<file path="src/rtl/boost_pkg.sv">
package boost_pkg;
  // Action the one-shot takes at the next clock edge
  typedef enum logic [2:0] {
    ACT_IDLE,
    ACT_LOAD,
    ACT_COUNT,
    ACT_HOLD,
    ACT_END,
    ACT_CLEAR
  } os_act_e;

  localparam int unsigned BOOST_PH_W  = 2;
  localparam int unsigned BOOST_CNT_W = 16;
endpackage

</file>
<file path="src/rtl/boost_chg_det.sv">
module boost_chg_det #(
  parameter int unsigned W = 2
) (
  input  logic         clk,
  input  logic         rst_n,
  input  logic [W-1:0] state_i,
  output logic         chg_o
);
  logic [W-1:0] prev_q;

  always_ff @(posedge clk or negedge rst_n) begin
    if (!rst_n) prev_q <= '0;
    else        prev_q <= state_i;
  end

  assign chg_o = (state_i != prev_q);
endmodule

</file>
<file path="src/rtl/boost_oneshot.sv">
module boost_oneshot
  import boost_pkg::*;
#(
  parameter int unsigned CNT_W = BOOST_CNT_W
) (
  input  logic             clk,
  input  logic             rst_n,
  input  logic             inhibit_i,
  input  logic             trig_i,
  input  logic             hold_i,
  input  logic [CNT_W-1:0] dur_i,
  input  logic [CNT_W-1:0] max_i,
  output logic             boost_o
);
  logic [CNT_W-1:0] remain_q, remain_d;
  logic [CNT_W-1:0] elapsed_q, elapsed_d;
  logic [CNT_W:0]   elapsed_inc;
  logic             active;
  logic             en;
  os_act_e          act;

  assign active      = (remain_q != '0);
  assign elapsed_inc = {1'b0, elapsed_q} + 1'b1;

  always_comb begin
    if (inhibit_i)                    act = ACT_CLEAR;
    else if (trig_i && dur_i != '0)   act = ACT_LOAD;
    else if (!active)                 act = ACT_IDLE;
    else if (elapsed_inc >= {1'b0, max_i}) act = ACT_END;
    else if (hold_i)                  act = ACT_HOLD;
    else                              act = ACT_COUNT;
  end

  always_comb begin
    remain_d  = remain_q;
    elapsed_d = elapsed_q;
    unique case (act)
      ACT_CLEAR, ACT_END: begin
        remain_d  = '0;
        elapsed_d = '0;
      end
      ACT_LOAD: begin
        remain_d  = dur_i;
        elapsed_d = '0;
      end
      ACT_HOLD:  elapsed_d = elapsed_inc[CNT_W-1:0];
      ACT_COUNT: begin
        remain_d  = remain_q - 1'b1;
        elapsed_d = elapsed_inc[CNT_W-1:0];
      end
      default: ;
    endcase
  end

  assign en = (act != ACT_IDLE);

  always_ff @(posedge clk or negedge rst_n) begin
    if (!rst_n) begin
      remain_q  <= '0;
      elapsed_q <= '0;
    end else if (en) begin
      remain_q  <= remain_d;
      elapsed_q <= elapsed_d;
    end
  end

  assign boost_o = active && !inhibit_i;


  inhibit_clears_chk: assert property (@(posedge clk) disable iff (!rst_n)
    inhibit_i |=> (remain_q == '0));


  trigger_loads_chk: assert property (@(posedge clk) disable iff (!rst_n)
    (trig_i && !inhibit_i && dur_i != '0) |=> (remain_q == $past(dur_i)));


  countdown_chk: assert property (@(posedge clk) disable iff (!rst_n)
    (active && !trig_i && !inhibit_i && !hold_i)
      |=> (remain_q == $past(remain_q) - 1'b1 || remain_q == '0));


  hold_freeze_chk: assert property (@(posedge clk) disable iff (!rst_n)
    (active && !trig_i && !inhibit_i && hold_i)
      |=> (remain_q == $past(remain_q) || remain_q == '0));


  cap_bound_chk: assert property (@(posedge clk) disable iff (!rst_n)
    (active && max_i != '0 && $stable(max_i)) |-> (elapsed_q < max_i));


  zero_dur_idle_chk: assert property (@(posedge clk) disable iff (!rst_n)
    (dur_i == '0 && !active) |=> !active);
endmodule

</file>
<file path="src/rtl/boost_pulse_timer.sv">
module boost_pulse_timer
  import boost_pkg::*;
#(
  parameter int unsigned PH_W  = BOOST_PH_W,
  parameter int unsigned CNT_W = BOOST_CNT_W
) (
  input  logic             clk,
  input  logic             rst_n,
  input  logic             inhibit_i,
  input  logic             hold_i,
  input  logic [CNT_W-1:0] dur_cfg_i,
  input  logic [CNT_W-1:0] max_cfg_i,
  input  logic [PH_W-1:0]  phase_a_i,
  input  logic [PH_W-1:0]  phase_b_i,
  output logic             boost_a_o,
  output logic             boost_b_o
);
  localparam int unsigned N_PH = 2;

  logic [PH_W-1:0] code   [N_PH];
  logic [N_PH-1:0] chg;
  logic [N_PH-1:0] boost;

  assign code[0] = phase_a_i;
  assign code[1] = phase_b_i;

  for (genvar p = 0; p < N_PH; p++) begin : g_phase
    boost_chg_det #(.W(PH_W)) u_det (
      .clk     (clk),
      .rst_n   (rst_n),
      .state_i (code[p]),
      .chg_o   (chg[p])
    );

    boost_oneshot #(.CNT_W(CNT_W)) u_os (
      .clk       (clk),
      .rst_n     (rst_n),
      .inhibit_i (inhibit_i),
      .trig_i    (chg[p]),
      .hold_i    (hold_i),
      .dur_i     (dur_cfg_i),
      .max_i     (max_cfg_i),
      .boost_o   (boost[p])
    );
  end

  assign boost_a_o = boost[0];
  assign boost_b_o = boost[1];


  release_quiet_chk: assert property (@(posedge clk) disable iff (!rst_n)
    $fell(inhibit_i) |-> (!boost_a_o && !boost_b_o));
endmodule

</file>
<file path="config.mk">
export PLATFORM = sky130hd
export DESIGN_NAME = boost_pulse_timer
export DESIGN_NICKNAME = d
export VERILOG_FILES = /design/src/rtl/boost_pkg.sv /design/src/rtl/boost_chg_det.sv /design/src/rtl/boost_oneshot.sv /design/src/rtl/boost_pulse_timer.sv
export SDC_FILE = /design/constraint.sdc
export NUM_CORES = 1
export LEC_CHECK = 0
export BUFFER_PORTS_ARGS = -buffer_cell sky130_fd_sc_hd__buf_2
export CORE_MARGIN = 4
export CORE_UTILIZATION = 62
export CTS_BUF_LIST = sky130_fd_sc_hd__clkbuf_8
export DETAILED_ROUTE_END_ITERATION = 8
export PLACE_DENSITY = 0.8
export SYNTH_ARGS = -nofsm -noshare
export SYNTH_HDL_FRONTEND = slang
export SYNTH_SLANG_ARGS = --single-unit
</file>
<file path="constraint.sdc">
create_clock -name clk -period 3.8 [get_ports clk]
set_input_delay 0.76 -clock clk [delete_from_list [all_inputs] [get_ports clk]]
set_output_delay 0.76 -clock clk [all_outputs]
set_load 0.02 [all_outputs]
</file>
==> results_dict.tcl <==
set metrics [dict create \
    status "completed" \
    switching_share_pct 29.1 \
    clkPwrFrac_pct 38.1 \
    worstSetupEndpointType "flip-flop" \
    grt_pass1_wl_um 20300 \
    cts-htree-levels 3 \
    grt_overflow 0 \
    wirelength_um 12300 \
    p_switching_w 0.000516 \
    crit_fanout 11 \
    vias 4440 \
    ioPinCount 42 \
    synth_nets 646 \
    critical_path_class "reg -> reg" \
    ys_ff_latch 68 \
    peakVddDrop_mv 0.218 \
    synthTopCellsByArea "dfrtp_1 (35%), ha_1 (9.4%), nand2_1 (6.4%)" \
    dieHeight_um 96.1 \
    drc 0 \
    critPathLaunch "g_phase[1].u_os.elapsed_q[0]$_DFFE_PN0P_" \
    fmax_mhz 282 \
    rows 31 \
    critPathArrivalTime_ps 3800 \
    fin_tns_setup_ps 0 \
    fin_area_um2 5370 \
    hp-class "in -> async" \
    grt_max_degree 31 \
    multi_input_area_um2 2940 \
    yosysSeqAreaShare_pct 35.4 \
    syn_to_final_growth_pct 11.6 \
    post-route-period-util_pct 93.4 \
    initial_core_util_pct 64.9 \
    setup_viol 0 \
    seq_power_share_pct 44.9 \
    cellLeakagePower_nw 2.46 \
    worst_r2r_path_depth 14 \
    clk_pin_slew_ps 80 \
    die-area_um2 9230 \
    diodes 0 \
    track_usage_pct 28.6 \
    ctsHoldBuffers 0 \
    finClkSkew_ps 10.5 \
    synth_common_cells "nand2_1 (82), dfrtp_1 (68), o21ai_0 (39)" \
    cp.required_ps 4050 \
    drt-wirelength-per-cell_um 17.1 \
    cts_tree "built" \
    finalHoldViolCount 0 \
    yosysTopAreaCellShare_pct 35.4 \
    maxCapViolations 0 \
    reg2reg_from "g_phase[1].u_os.elapsed_q[0]$_DFFE_PN0P_" \
    synth_flop_cell "dfrtp_1" \
    cts_sinks 68 \
    grt_pass1_vias 4235 \
    worst_slew_pin_slew_ps 1020 \
    cp-start-kind "flip-flop" \
    max_slew_margin_pct 32.2 \
    grt_antenna_before_repair 0 \
    dp_hpwl_um 9220 \
    drt-initial-drc-count 246 \
    drive_gt1_share_pct 14.6 \
    cts_buffers 9 \
    cts_root_buf "clkbuf_8" \
    powerDensity_nw_per_um2 331 \
    avgSynthCellArea_um2 8.44 \
    clk_latency_ps 360 \
    rsz0062_at_grt "false" \
    maxSlewViolCount 0 \
    seq_area_um2 1700 \
    placed_area_um2 5120 \
    coreArea_um2 7410 \
    synth_edf_count 0 \
    ys_types 61 \
    portBuffers 41 \
    ys_warn_count 0 \
    fp.dieW_um 96.1 \
    syn-cell-area_um2 4810 \
    nets 687 \
    p_comb_share_pct 16.9 \
    drtPass1Iterations 5 \
    ys_async_sr_fraction_pct 100 \
    yosysTopAreaCell "dfrtp_1" \
    yosysMostFrequentCell "nand2_1" \
    antenna_left 0 \
    n_fill_cell 598 \
    gp_congestion 0.866 \
    synthCells 570 \
    cts_buffer_depth 2 \
    viasPerCell 6.21 \
    intPower_w 0.00126 \
    min_period_ps 3550 \
]
-- area by class of cell --
| cell class | instances | area share [%] |
|---|---|---|
| Timing Repair Buffer | 52 | 5.36 |
| Multi-Input combinational cell | 455 | 54.8 |
| Inverter | 25 | 1.75 |
| Sequential cell | 68 | 31.7 |
| Clock buffer | 10 | 2.57 |
| Clock inverter | 6 | 1.49 |
| Tap cell | 99 | 2.31 |
-- path summary, 6_finish.rpt --
path	end	slack [ps]
max in group asynchronous	g_phase[1].u_os.remain_q[7]$_DFFE_PN0P_	2710
min in group clk	g_phase[0].u_os.elapsed_q[14]$_DFFE_PN0P_	530
worst max register to register	g_phase[1].u_os.remain_q[12]$_DFFE_PN0P_	250
worst min-delay path	g_phase[0].u_os.elapsed_q[15]$_DFFE_PN0P_	320
worst min register to register	g_phase[0].u_os.elapsed_q[14]$_DFFE_PN0P_	530
worst max-delay path	g_phase[1].u_os.remain_q[12]$_DFFE_PN0P_	250
-- per-stage QoR --
step           hold slack, ps  worst slack (ps)  instances  utilization [%]  power [W]
2_1_floorplan             464               736        570                -   0.000995
3_3_place_gp              518               175        698             69.2    0.00109
3_5_place_dp              518              95.2        698             69.2    0.00110
4_1_cts                   326              91.6        714             72.1    0.00178
5_1_grt                   323              13.2        715             72.4    0.00186
6_report                  318               251        715             72.4    0.00177
-- timing repair --
item,4_1_cts,5_1_grt
resized for setup,0,5
setup buffers,0,1
setup endpoints to repair,0,32
-- power groups by stage --
stage / clock network [W] / logic, W / registers, W
final: 0.000676 / 0.000300 / 0.000797
after global routing: 0.000722 / 0.000337 / 0.000803
after CTS: 0.000685 / 0.000296 / 0.000796
after detailed placement: 0 / 0.000293 / 0.000810
after global placement: 0 / 0.000282 / 0.000807
after floorplan: 0 / 0.000195 / 0.000801
-- cells by family (layout without fill, tap and decap cells) --
kind of cell,Yosys count,after routing,share of synthesized area (%)
simple gates,257,257,28.1
compound gates,121,121,15.8
flops,68,68,35.4
buf+inv,47,93,3.80
xor+xnor,38,38,6.92
fa+ha+maj,36,36,9.37
mux,3,3,0.651
-- per-layer routing --
| layer | vias to the layer above | global-route usage, % | share of wire, % |
|---|---|---|---|
| li1 | 2145 | - | - |
| met1 | 2091 | 37.9 | 42 |
| met2 | 178 | 48.3 | 49 |
| met3 | 26 | 3.99 | 6.8 |
| met4 | 0 | 9.12 | 2.1 |
| met5 | - | 0 | 0 |
-- critical path: stages (launching register included) --
cell and delay [ps]:
dfrtp_1 410, ha_1 260, nand3_2 180, nor2_2 250, nand3_2 180, nor2_1 160, xor2_1 260, ha_1 190
o21ai_0 80, o21bai_1 160, a21oi_1 100, or2_2 390, and3_2 330, o2111a_1 250, a211o_1 250
-- flip-flops by register name, summed over array words and instances (netlist names) --
name and cells:
g_phase.u_os.remain_q 32, g_phase.u_det.prev_q 4, g_phase.u_os.elapsed_q 32
-- layout by cell type, fill, tap and decap left out, types with 4 or more instances in the layout --
cell type / n
nand4_1: 12
nand2_1: 82
dfrtp_1: 68
ha_1: 36
nor2b_1: 9
o211ai_1: 6
buf_2: 41
nand3_1: 21
clkbuf_8: 10
a22o_1: 10
nor2_1: 36
xor2_1: 14
o21ai_0: 38
xnor2_1: 24
nor3_1: 16
and4_1: 4
or3_1: 8
a211oi_1: 4
buf_4: 11
and3_1: 10
and2_1: 7
nand2b_1: 4
nor4_1: 16
inv_1: 27
a21oi_1: 34
or2_2: 6
No activity file was read; power rests on OpenSTA's default activity.
